### config.mk
export PLATFORM = sky130hd
export DESIGN_NAME = vid_crop_sync
export DESIGN_NICKNAME = d
export VERILOG_FILES = /design/src/rtl/vcs_pkg.sv /design/src/rtl/vcs_start_gate.sv /design/src/rtl/vcs_raster_crop.sv /design/src/rtl/vcs_out_stage.sv /design/src/rtl/vid_crop_sync.sv
export SDC_FILE = /design/constraint.sdc
export NUM_CORES = 1
export LEC_CHECK = 0
export BUFFER_PORTS_ARGS = -buffer_cell sky130_fd_sc_hd__buf_2
export CAP_MARGIN = 20
export CORE_AREA = 4 4 64 89
export CTS_CLUSTER_SIZE = 24
export DETAILED_ROUTE_END_ITERATION = 10
export DIE_AREA = 0 0 68 93
export GPL_TIMING_DRIVEN = 0
export PLACE_DENSITY = 0.61
export SLEW_MARGIN = 20
export SYNTH_ARGS = -nofsm -noshare
export SYNTH_HDL_FRONTEND = slang
export SYNTH_SLANG_ARGS = --single-unit
### constraint.sdc
create_clock -name clk -period 4.41 [get_ports clk]
set_clock_uncertainty 0.15 [all_clocks]
set_input_delay 0.441 -clock clk [delete_from_list [all_inputs] [get_ports clk]]
set_output_delay 0.441 -clock clk [all_outputs]
set_load 0.02 [all_outputs]
### src/rtl/vcs_pkg.sv
package vcs_pkg;

  typedef enum logic [1:0] {
    SZ_FULL   = 2'b00,
    SZ_TRIM   = 2'b01,
    SZ_NARROW = 2'b10,
    SZ_SPARE  = 2'b11
  } size_e;

  typedef enum logic {
    G_HOLD = 1'b0,
    G_RUN  = 1'b1
  } gate_e;

  // pixels kept per line for a size code
  function automatic int unsigned keep_width(size_e s, int unsigned w_full,
                                             int unsigned w_trim, int unsigned w_narrow);
    case (s)
      SZ_TRIM:   return w_trim;
      SZ_NARROW: return w_narrow;
      default:   return w_full;
    endcase
  endfunction

  // lines kept per field for a size code
  function automatic int unsigned keep_height(size_e s, int unsigned h_full,
                                              int unsigned h_narrow);
    return (s == SZ_NARROW) ? h_narrow : h_full;
  endfunction

endpackage

### src/rtl/vcs_start_gate.sv
module vcs_start_gate
  import vcs_pkg::*;
(
  input  logic clk,
  input  logic rst_n,
  input  logic enable,
  input  logic in_vsync,
  output logic pass,
  output logic run_o
);

  gate_e state, state_nx;

  always_comb begin
    state_nx = state;
    if (!enable)                            state_nx = G_HOLD;
    else if (state == G_HOLD && in_vsync)   state_nx = G_RUN;
  end

  always_ff @(posedge clk or negedge rst_n) begin
    if (!rst_n) state <= G_HOLD;
    else        state <= state_nx;
  end

  assign run_o = (state == G_RUN);
  // the releasing sync itself is forwarded
  assign pass  = enable && (run_o || in_vsync);

  AST_START_ON_VSYNC: assert property (@(posedge clk) disable iff (!rst_n)
    $rose(run_o) |-> $past(in_vsync));
  AST_RUN_NEEDS_EN: assert property (@(posedge clk) disable iff (!rst_n)
    !enable |=> !run_o);

endmodule

### src/rtl/vcs_raster_crop.sv
module vcs_raster_crop
  import vcs_pkg::*;
#(
  parameter int unsigned W_FULL   = 720,
  parameter int unsigned W_TRIM   = 704,
  parameter int unsigned W_NARROW = 640,
  parameter int unsigned H_FULL   = 288,
  parameter int unsigned H_NARROW = 240
) (
  input  logic       clk,
  input  logic       rst_n,
  input  logic [1:0] size_sel,
  input  logic       in_vsync,
  input  logic       in_hsync,
  input  logic       in_valid,
  output logic       keep
);

  localparam int unsigned PW = $clog2(W_FULL + 1);
  localparam int unsigned LW = $clog2(H_FULL + 1);

  size_e          sel_q;
  logic [PW-1:0]  pix_cnt;
  logic [LW-1:0]  line_cnt;
  logic           in_line;
  logic [PW-1:0]  w_lim;
  logic [LW-1:0]  h_lim;
  logic           is_pix;

  assign w_lim  = PW'(keep_width(sel_q, W_FULL, W_TRIM, W_NARROW));
  assign h_lim  = LW'(keep_height(sel_q, H_FULL, H_NARROW));
  assign is_pix = in_valid && !in_vsync && !in_hsync;
  assign keep   = is_pix && in_line && (pix_cnt < w_lim) && (line_cnt < h_lim);

  always_ff @(posedge clk or negedge rst_n) begin
    if (!rst_n) begin
      sel_q    <= SZ_FULL;
      pix_cnt  <= '0;
      line_cnt <= '0;
      in_line  <= 1'b0;
    end else if (in_vsync) begin
      sel_q    <= size_e'(size_sel);
      pix_cnt  <= '0;
      line_cnt <= '0;
      in_line  <= 1'b0;
    end else if (in_hsync) begin
      pix_cnt <= '0;
      in_line <= 1'b1;
      if (in_line && line_cnt != LW'(H_FULL)) line_cnt <= line_cnt + 1'b1;
    end else if (is_pix && pix_cnt != PW'(W_FULL)) begin
      pix_cnt <= pix_cnt + 1'b1;
    end
  end

  AST_SEL_HOLD: assert property (@(posedge clk) disable iff (!rst_n)
    !in_vsync |=> $stable(sel_q));
  AST_NO_PIX_BEFORE_LINE: assert property (@(posedge clk) disable iff (!rst_n)
    $past(in_vsync) |-> !keep);

endmodule

### src/rtl/vcs_out_stage.sv
module vcs_out_stage #(
  parameter int unsigned DATA_W = 16
) (
  input  logic              clk,
  input  logic              rst_n,
  input  logic              pass,
  input  logic              keep,
  input  logic              in_vsync,
  input  logic              in_hsync,
  input  logic [DATA_W-1:0] in_data,
  output logic              out_vsync,
  output logic              out_hsync,
  output logic              out_valid,
  output logic [DATA_W-1:0] out_data
);

  logic take;
  assign take = pass && keep;

  always_ff @(posedge clk or negedge rst_n) begin
    if (!rst_n) begin
      out_vsync <= 1'b0;
      out_hsync <= 1'b0;
      out_valid <= 1'b0;
      out_data  <= '0;
    end else begin
      out_vsync <= pass && in_vsync;
      out_hsync <= pass && in_hsync && !in_vsync;
      out_valid <= take;
      out_data  <= take ? in_data : '0;
    end
  end

endmodule

### src/rtl/vid_crop_sync.sv
module vid_crop_sync #(
  parameter int unsigned DATA_W   = 16,
  parameter int unsigned W_FULL   = 720,
  parameter int unsigned W_TRIM   = 704,
  parameter int unsigned W_NARROW = 640,
  parameter int unsigned H_FULL   = 288,
  parameter int unsigned H_NARROW = 240
) (
  input  logic              clk,
  input  logic              rst_n,
  input  logic              enable,
  input  logic [1:0]        size_sel,
  input  logic              in_vsync,
  input  logic              in_hsync,
  input  logic              in_valid,
  input  logic [DATA_W-1:0] in_data,
  output logic              out_vsync,
  output logic              out_hsync,
  output logic              out_valid,
  output logic [DATA_W-1:0] out_data,
  output logic              proc_run
);

  logic pass;
  logic keep;

  vcs_start_gate u_gate (
    .clk      (clk),
    .rst_n    (rst_n),
    .enable   (enable),
    .in_vsync (in_vsync),
    .pass     (pass),
    .run_o    (proc_run)
  );

  vcs_raster_crop #(
    .W_FULL   (W_FULL),
    .W_TRIM   (W_TRIM),
    .W_NARROW (W_NARROW),
    .H_FULL   (H_FULL),
    .H_NARROW (H_NARROW)
  ) u_crop (
    .clk      (clk),
    .rst_n    (rst_n),
    .size_sel (size_sel),
    .in_vsync (in_vsync),
    .in_hsync (in_hsync),
    .in_valid (in_valid),
    .keep     (keep)
  );

  vcs_out_stage #(
    .DATA_W (DATA_W)
  ) u_out (
    .clk       (clk),
    .rst_n     (rst_n),
    .pass      (pass),
    .keep      (keep),
    .in_vsync  (in_vsync),
    .in_hsync  (in_hsync),
    .in_data   (in_data),
    .out_vsync (out_vsync),
    .out_hsync (out_hsync),
    .out_valid (out_valid),
    .out_data  (out_data)
  );

  AST_VALID_ONLY_RUNNING: assert property (@(posedge clk) disable iff (!rst_n)
    out_valid |-> proc_run);
  AST_SYNC_NO_PIX: assert property (@(posedge clk) disable iff (!rst_n)
    (out_vsync || out_hsync) |-> !out_valid);
  AST_STOP_AFTER_DISABLE: assert property (@(posedge clk) disable iff (!rst_n)
    !enable |=> !out_valid && !out_vsync);

endmodule

==> run summary, run 1 <==
RUN STATUS
----------------------------------------------------------------------------------------------------
Result of the run                                                                       finished clean

LOGIC SYNTHESIS
----------------------------------------------------------------------------------------------------
Number of warning messages in the yosys log                                                        0
Synth Area in XOR/XNOR                                                                        5.052%
Basic-gate share of the synthesized area counting and, or, nand and nor cells                 20.60%
Most frequent cell after synthesis                                                      sky130_fd_sc_hd__dfrtp_1
Share of synthesized cell area in full adder, half adder and majority cells                   5.906%
Library cell with the largest summed area after synthesis                               sky130_fd_sc_hd__dfrtp_1
Post-synth EDFFs                                                                                   0
Yosys reg bits                                                                                    42
Commonest cells in the netlist                                                          sky130_fd_sc_hd__dfrtp_1 (42), sky130_fd_sc_hd__nor2_1 (19), sky130_fd_sc_hd__and3_1 (17)
Count of mapped cells out of synthesis                                                           173
Top flip-flop cell by instance count after synthesis                                    sky130_fd_sc_hd__dfrtp_1
Compound-gate portion of the synthesized area                                                 8.530%
Most area-consuming cells after synthesis                                               sky130_fd_sc_hd__dfrtp_1 (55%), sky130_fd_sc_hd__ha_1 (5.9%), sky130_fd_sc_hd__and3_1 (5.6%)
Synthesized net count                                                                            206
Proportion of synthesized chip area in sequential cells                                       55.12%
Post-Syn Area per Cell                                                                     11.02 µm²
Distinct cell type count of the synthesized netlist                                               36
Share of synthesized registers carrying an async set or reset                                 100.0%
Area of the mapped netlist                                                                  1907 µm²
Dominant combinational cell family by area after synthesis                              simple AND/OR/NAND/NOR gates
Yosys top cell area share                                                                     55.12%
Proportion of synthesized area in mux cells                                                   1.640%

TIMING
----------------------------------------------------------------------------------------------------
Final-layout setup total negative slack                                                         0 ps
Final hold viol count                                                                              0
Measured slew at the worst slew-check pin                                                   929.8 ps
Maximum clock rate                                                                         419.2 MHz
Relative slew slack                                                                           38.01%
Max-slew violation count                                                                           0
Shortest period the worst path allows                                                        2386 ps
Final clock period utilization by the worst path                                              54.10%
Setup repair after global routing missed its margin                                               no
Final-report setup violation count                                                                 0

CTS
----------------------------------------------------------------------------------------------------
Post-CTS Setup Bufs                                                                                0
Maximum number of buffers from clock root to sink                                                  2
# hold bufs at CTS                                                                                 0
Worst-Skew Late Latency                                                                       300 ps
PostCTS Resize Cnt                                                                                 0
Cell chosen for the clock root                                                          sky130_fd_sc_hd__clkbuf_8
Number of H-tree levels                                                                            2
Clock tree from TritonCTS                                                                       done
Total CTS buffers                                                                                  5
CTS Sinks                                                                                         42
Clock-pin slew reported for the worst setup and hold paths after clock tree synthesis          90 ps

LAYOUT
----------------------------------------------------------------------------------------------------
Proportion of layout cells with a drive suffix above 1                                        25.11%
Final cell count without fillers                                                                 287
Final Net Count                                                                                  255
Count of inserted antenna diode cells                                                              0
Layout-stage area growth over the synthesis result                                            20.14%

WORST SETUP PATH
----------------------------------------------------------------------------------------------------
Nature of the critical path startpoint                                                     flip-flop
Kind of capture point of the worst setup path                                              flip-flop
Worst Path Class, Setup                                                                      reg2reg
R2R setup slack                                                                              2020 ps
Crit path arrival time                                                                       2470 ps
Crit Path Max Fanout                                                                              10
Data required, critical path                                                                 4500 ps

FLOORPLAN
----------------------------------------------------------------------------------------------------
Total die area                                                                              6324 µm²
Vertical die dimension                                                                         93 µm
DIE WIDTH                                                                                      68 µm
Initial core utilization                                                                      39.08%
Total I/O pin count                                                                               44
Area of the core                                                                            4880 µm²
Total number of placement rows                                                                    30

WORST HOLD PATH
----------------------------------------------------------------------------------------------------
Type of the worst min-delay path                                                            in2async

ROUTING
----------------------------------------------------------------------------------------------------
Routed length per instance                                                                  13.62 µm
Mean number of vias per cell                                                                   5.010
Remaining antenna violation count after routing                                                    0
Number of DRC markers after the initial detailed-route iteration                                 108
Number of vias in the routed layout                                                             1438
Number of iterations in the first detailed-routing pass                                            4
Drt total wl                                                                                 3908 µm
DRC viols                                                                                          0

GLOBAL ROUTE
----------------------------------------------------------------------------------------------------
Antenna violations before repair                                                                   0
Largest net degree at the start of global routing                                                 43
GR Util All Layers                                                                            14.00%
Total gr overflow                                                                                  0
Number of global-route vias before repair                                                       1431
Global-route wire length before repair                                                       6644 µm

PLACED DESIGN
----------------------------------------------------------------------------------------------------
Number of buffers inserted by port buffering                                                      42
Placer congestion estimate                                                                    0.7513
Cells after DPL                                                                                  279
HPWL after DPL                                                                               2819 µm

PWR
----------------------------------------------------------------------------------------------------
Power density normalized to cell area                                                   306.9 nW/µm²
Static power due to leakage                                                                 1.156 nW
Total power consumption of the routed design                                               0.7031 mW
Max IR drop VDD                                                                            0.1162 mV

FLOW RUN
----------------------------------------------------------------------------------------------------
Number of max-cap violations                                                                       0

-- power by group --
part	total, mW	switching, mW	internal (mW)
registers	0.394	0.00398	0.390
clock network	0.259	0.144	0.114
logic	0.0500	0.0295	0.0205
total	0.703	0.178	0.525
-- flip-flops by register name, indices dropped and copies added (netlist names) --
| register | cells |
|---|---|
| u_out.out_valid | 1 |
| u_gate.run_o | 1 |
| u_crop.sel_q | 2 |
| u_out.out_vsync | 1 |
| u_out.out_data | 16 |
| u_crop.pix_cnt | 10 |
| u_out.out_hsync | 1 |
| u_crop.line_cnt | 9 |
| u_crop.in_line | 1 |
-- cells in the final DEF, fill, tap and decap left out, types with 2 or more instances in the layout --
cell type	Yosys	layout
sky130_fd_sc_hd__buf_2	0	42
sky130_fd_sc_hd__dfrtp_1	42	42
sky130_fd_sc_hd__nor2_1	19	19
sky130_fd_sc_hd__and3_1	17	17
sky130_fd_sc_hd__inv_1	9	9
sky130_fd_sc_hd__ha_1	9	9
sky130_fd_sc_hd__nand2_1	8	8
sky130_fd_sc_hd__o21ai_0	7	7
sky130_fd_sc_hd__xnor2_1	6	6
sky130_fd_sc_hd__a21oi_1	6	6
sky130_fd_sc_hd__xor2_1	5	5
sky130_fd_sc_hd__or3_1	5	5
sky130_fd_sc_hd__clkbuf_8	0	5
sky130_fd_sc_hd__clkbuf_1	4	4
sky130_fd_sc_hd__nand4_1	4	4
sky130_fd_sc_hd__nand3_1	4	4
sky130_fd_sc_hd__nor3_1	4	4
sky130_fd_sc_hd__o21a_1	2	2
sky130_fd_sc_hd__and2_1	2	2
sky130_fd_sc_hd__mux2i_1	2	2
-- per-stage QoR --
stage | utilization (%) | hold slack (ps) | setup WS, ps | instance area (µm²)
floorplan | - | -4.591 | 2366 | 1907
global placement | 45.03 | 332.7 | 2050 | 2197
detailed placement | 45.03 | 342.6 | 2035 | 2197
CTS | 46.95 | 155.8 | 2001 | 2291
global route | 46.95 | 200.1 | 1818 | 2291
finish | 46.95 | 127.7 | 2024 | 2291
-- cells by family after synthesis --
group | Yosys count
muxes | 3
and+or+nand+nor | 72
DFF | 42
buffers and inverters | 14
xor gates and xnor gates | 11
adders and majority gates | 9
AOI/OAI and AO/OA | 22
-- per-layer routing --
| metal | vias to the layer above | GRT usage [%] | wire (µm) | part of all wire [%] |
|---|---|---|---|---|
| met3 | 7 | 3.486 | 163 | 4.2 |
| met1 | 704 | 14.96 | 1533 | 39 |
| li1 | 705 | - | - | - |
| met4 | 0 | 6.468 | 82 | 2.1 |
| met5 | - | 0 | 0 | 0 |
| met2 | 22 | 24.86 | 2128 | 54 |
-- critical path, stage by stage, from the launching register on --
cell                       delay (ps)
sky130_fd_sc_hd__dfrtp_1          390
sky130_fd_sc_hd__ha_1             240
sky130_fd_sc_hd__ha_1             210
sky130_fd_sc_hd__nor4b_1          320
sky130_fd_sc_hd__nor2_1            90
sky130_fd_sc_hd__o21ai_1          410
sky130_fd_sc_hd__clkbuf_1         320
sky130_fd_sc_hd__and3_1           200
-- final cells by class --
cell class,count,area (µm²)
buffer,5,26.28
multi-input combinational,117,795.8
fill,475,2589
tap,64,80.08
timing repair buffer,42,210.2
clock buffer,5,68.82
sequential,42,1051
inverter,9,33.78
clock inverter,3,25.02
-- path summary, 6_finish.rpt --
kind,depth (start not counted),to,start
max,7,u_out.out_data[9],u_crop.sel_q[1]
min,1,u_out.out_hsync,rst_n
max reg2reg,7,u_out.out_data[9],u_crop.sel_q[1]
min reg2reg,1,u_gate.run_o,u_gate.run_o
max in group asynchronous,1,u_out.out_data[10],rst_n
min in group clk,2,u_out.out_data[14],in_data[14]
Power figures use the tool's default switching activity.
==> run 2, diff against run 1 <==
PLACE_DENSITY = 0.63   (was 0.61)
clock period = 2 ns   (was 4.41 ns; I/O delays follow)
==> run 2 against run 1 <==
  * Sequential share of layout area is 5.9 points lower
  * Die area is the same
  * Largest cell class unchanged
  * Sequential cell count stayed put
  * Via count increased by 4.9%
  * Fmax up 16%
  * Final cell count is 9.4% higher
  * Routed wire length grew 6.1%
  * Clock-buffer cell count unchanged
  * The run now ends with negative setup slack left
  * Utilization is 6.9 points higher
  * Final area is 15% higher
  * Critical endpoint is now u_out.out_data[6]
==> run summary, run 2 (synthesis results as in run 1) <==
RUN STATUS
----------------------------------------------------------------------------------------------------
Result of the run                                                                       finished with violations
Failing checks                                                                          negative setup slack

WORST HOLD PATH
----------------------------------------------------------------------------------------------------
Type of the worst min-delay path                                                              in2reg

TIMING
----------------------------------------------------------------------------------------------------
Setup repair after global routing missed its margin                                              yes
Final-report setup violation count                                                                12   +12
Final hold viol count                                                                              0   unchanged
Relative slew slack                                                                           39.24%   +1.2 points
Final clock period utilization by the worst path                                              103.1%   +49 points
Measured slew at the worst slew-check pin                                                   911.3 ps   -18.46 ps
Final-layout setup total negative slack                                                    -406.6 ps   -406.6 ps
Max-slew violation count                                                                           0   unchanged
Shortest period the worst path allows                                                        2062 ps   -323.7 ps
Final worst-path setup slack                                                               -61.97 ps   -2086 ps
Maximum clock rate                                                                         485.0 MHz   +16%
WHS                                                                                         25.54 ps   -102.2 ps

LAYOUT
----------------------------------------------------------------------------------------------------
Register with the highest flop count                                                    u_out.out_data
Proportion of layout cells with a drive suffix above 1                                        29.20%   +4.1 points
Final Core Density                                                                            53.87%   +6.9 points
Count of inserted antenna diode cells                                                              0   unchanged
Layout-stage area growth over the synthesis result                                            37.86%
Highest-count cells in the layout ignoring fill and taps                                sky130_fd_sc_hd__buf_2 (42), sky130_fd_sc_hd__dfrtp_1 (42), sky130_fd_sc_hd__dlygate4sd3_1 (20)
Final Net Count                                                                                  282   +11%
Number of flip-flops in the largest register                                                      16   unchanged
Largest registers in the final layout                                                   u_out.out_data: 16 flops, u_crop.pix_cnt: 10 flops, u_crop.line_cnt: 9 flops
Fillers                                                                                          459   -3.4%

CTS
----------------------------------------------------------------------------------------------------
Total CTS buffers                                                                                  5   unchanged
Number of H-tree levels                                                                            2   unchanged
Clock-pin slew reported for the worst setup and hold paths after clock tree synthesis          80 ps   about the same
CTS Sinks                                                                                         42   unchanged
Cell chosen for the clock root                                                          sky130_fd_sc_hd__clkbuf_8
Maximum number of buffers from clock root to sink                                                  2   unchanged
Clock tree from TritonCTS                                                                       done
Worst-Skew Late Latency                                                                       290 ps   about the same

PWR
----------------------------------------------------------------------------------------------------
Switching portion of total power                                                              22.50%   -2.8 points
Power share of the clock group                                                                 39.4%   +2.6 points
Net switching power of the design                                                          0.3813 mW   +110%
Power density normalized to cell area                                                   644.6 nW/µm²   +110%
Internal power summed over all cells                                                        1.313 mW   +150%
Static power due to leakage                                                                 1.277 nW   +10%
Sequential cell fraction of total power                                                        51.3%   -4.8 points
Max IR drop VDD                                                                            0.4952 mV   +330%
Combinational group share of total power                                                        9.2%   +2.1 points

PLACED DESIGN
----------------------------------------------------------------------------------------------------
Minimum setup slack after placement                                                        -361.3 ps   -2396 ps
Number of buffers inserted by port buffering                                                      42   unchanged
HPWL after DPL                                                                               2780 µm   -1.4%
Placer congestion estimate                                                                    0.7870   +4.8%

FLOORPLAN
----------------------------------------------------------------------------------------------------
Area of the core                                                                            4880 µm²   unchanged
Initial core utilization                                                                      39.08%   unchanged
Total die area                                                                              6324 µm²   unchanged
Total I/O pin count                                                                               44   unchanged
Vertical die dimension                                                                         93 µm   unchanged
Total number of placement rows                                                                    30   unchanged
DIE WIDTH                                                                                      68 µm   unchanged

WORST SETUP PATH
----------------------------------------------------------------------------------------------------
Worst Path Class, Setup                                                                      reg2reg
Crit Path Max Fanout                                                                               8   -2
Data required, critical path                                                                 2090 ps   -2410 ps
Nature of the critical path startpoint                                                     flip-flop
Crit path arrival time                                                                       2150 ps   -320 ps
Kind of capture point of the worst setup path                                              flip-flop

GLOBAL ROUTE
----------------------------------------------------------------------------------------------------
Largest net degree at the start of global routing                                                 43   unchanged
GR Util All Layers                                                                            14.45%   +0.45 points
Total gr overflow                                                                                  0   unchanged
Global-route wire length before repair                                                       6955 µm   +4.7%
Antenna violations before repair                                                                   0   unchanged
Number of global-route vias before repair                                                       1554   +8.6%

ROUTING
----------------------------------------------------------------------------------------------------
Number of iterations in the first detailed-routing pass                                            4   unchanged
Number of DRC markers after the initial detailed-route iteration                                  57   -47%
Routed length per instance                                                                  13.20 µm   -3.0%
Remaining antenna violation count after routing                                                    0   unchanged
Number of vias in the routed layout                                                             1508   +4.9%
Drt total wl                                                                                 4146 µm   +6.1%
DRC viols                                                                                          0   unchanged
Mean number of vias per cell                                                                   4.803   -4.1%

FLOW RUN
----------------------------------------------------------------------------------------------------
Number of max-cap violations                                                                       0   unchanged

[run 2: cell count changes in the layout (fill, tap and decap cells not counted), moves of 2 or more]
cell                            change
sky130_fd_sc_hd__and3_1             -4
sky130_fd_sc_hd__ha_1               -2
sky130_fd_sc_hd__inv_1              -2
sky130_fd_sc_hd__and3_4             +4
sky130_fd_sc_hd__buf_6              +2
sky130_fd_sc_hd__buf_4              +5
sky130_fd_sc_hd__dlygate4sd3_1     +20
sky130_fd_sc_hd__ha_4               +2
[run 2: layout make-up]
class	instances	area (µm²)	share of cell area (%)
Sequential cell	42	1051	39.98
Multi-Input combinational cell	117	847.1	32.22
Timing Repair Buffer	69	470.5	17.90
Tap cell	64	80.08	3.046
Clock buffer	5	68.82	2.618
Clock inverter	3	45.04	1.713
Inverter	9	36.28	1.380
Buffer	5	30.03	1.142
[run 2: routing by layer]
metal / wire length (µm) / global-route usage, % / part of all wire (%) / vias up
met2: 2100 / 24.22 / 51 / 38
met1: 1755 / 17.39 / 42 / 710
met3: 218 / 3.606 / 5.3 / 7
li1: - / - / - / 753
met5: 0 / 0 / 0 / -
met4: 72 / 5.473 / 1.7 / 0
[run 2: final timing paths]
check	end	start	depth (start not counted)	slack [ps]
setup reg to reg	u_out.out_data[6]	u_crop.sel_q[0]	9	-60
max in group asynchronous	u_out.out_data[7]	rst_n	2	710
min in group asynchronous	u_crop.sel_q[1]	rst_n	2	420
hold / removal	u_out.out_hsync	in_hsync	3	30
hold reg to reg	u_gate.run_o	u_gate.run_o	1	360
setup / recovery	u_out.out_data[6]	u_crop.sel_q[0]	9	-60
[run 2: power by group through the flow]
stage	registers [mW]	clock network, mW	logic [mW]
after global routing	0.872	0.731	0.175
after global placement	0.886	0	0.113
after detailed placement	0.887	0	0.115
after floorplan	0.890	0	0.0539
final	0.870	0.668	0.157
after CTS	0.871	0.693	0.153
[run 2: metrics by stage]
step	instances	total power [mW]	area, µm²
3_3_place_gp	279	0.9990	2212
3_5_place_dp	279	1.002	2212
6_report	314	1.694	2629
4_1_cts	312	1.717	2591
5_1_grt	314	1.779	2629
2_1_floorplan	173	0.9442	1922
[run 2: what timing repair did]
| item | CTS | global route |
|---|---|---|
| cloned | 1 | 0 |
| gates resized for setup | 9 | 5 |
| hold buffers | 20 | 0 |
| hold endpoints to repair | 62 | 0 |
| setup buffers | 4 | 2 |
| setup endpoints to repair | 17 | 20 |
| pin swaps | 4 | 4 |
[run 2: critical path: stages, from the launching register on]
cell                       delay, ps
sky130_fd_sc_hd__dfrtp_1         380
sky130_fd_sc_hd__inv_2            70
sky130_fd_sc_hd__ha_4            160
sky130_fd_sc_hd__inv_4            40
sky130_fd_sc_hd__ha_4            190
sky130_fd_sc_hd__a311o_1         340
sky130_fd_sc_hd__a211oi_4        220
sky130_fd_sc_hd__buf_6           160
sky130_fd_sc_hd__buf_6           120
sky130_fd_sc_hd__and3_4          160
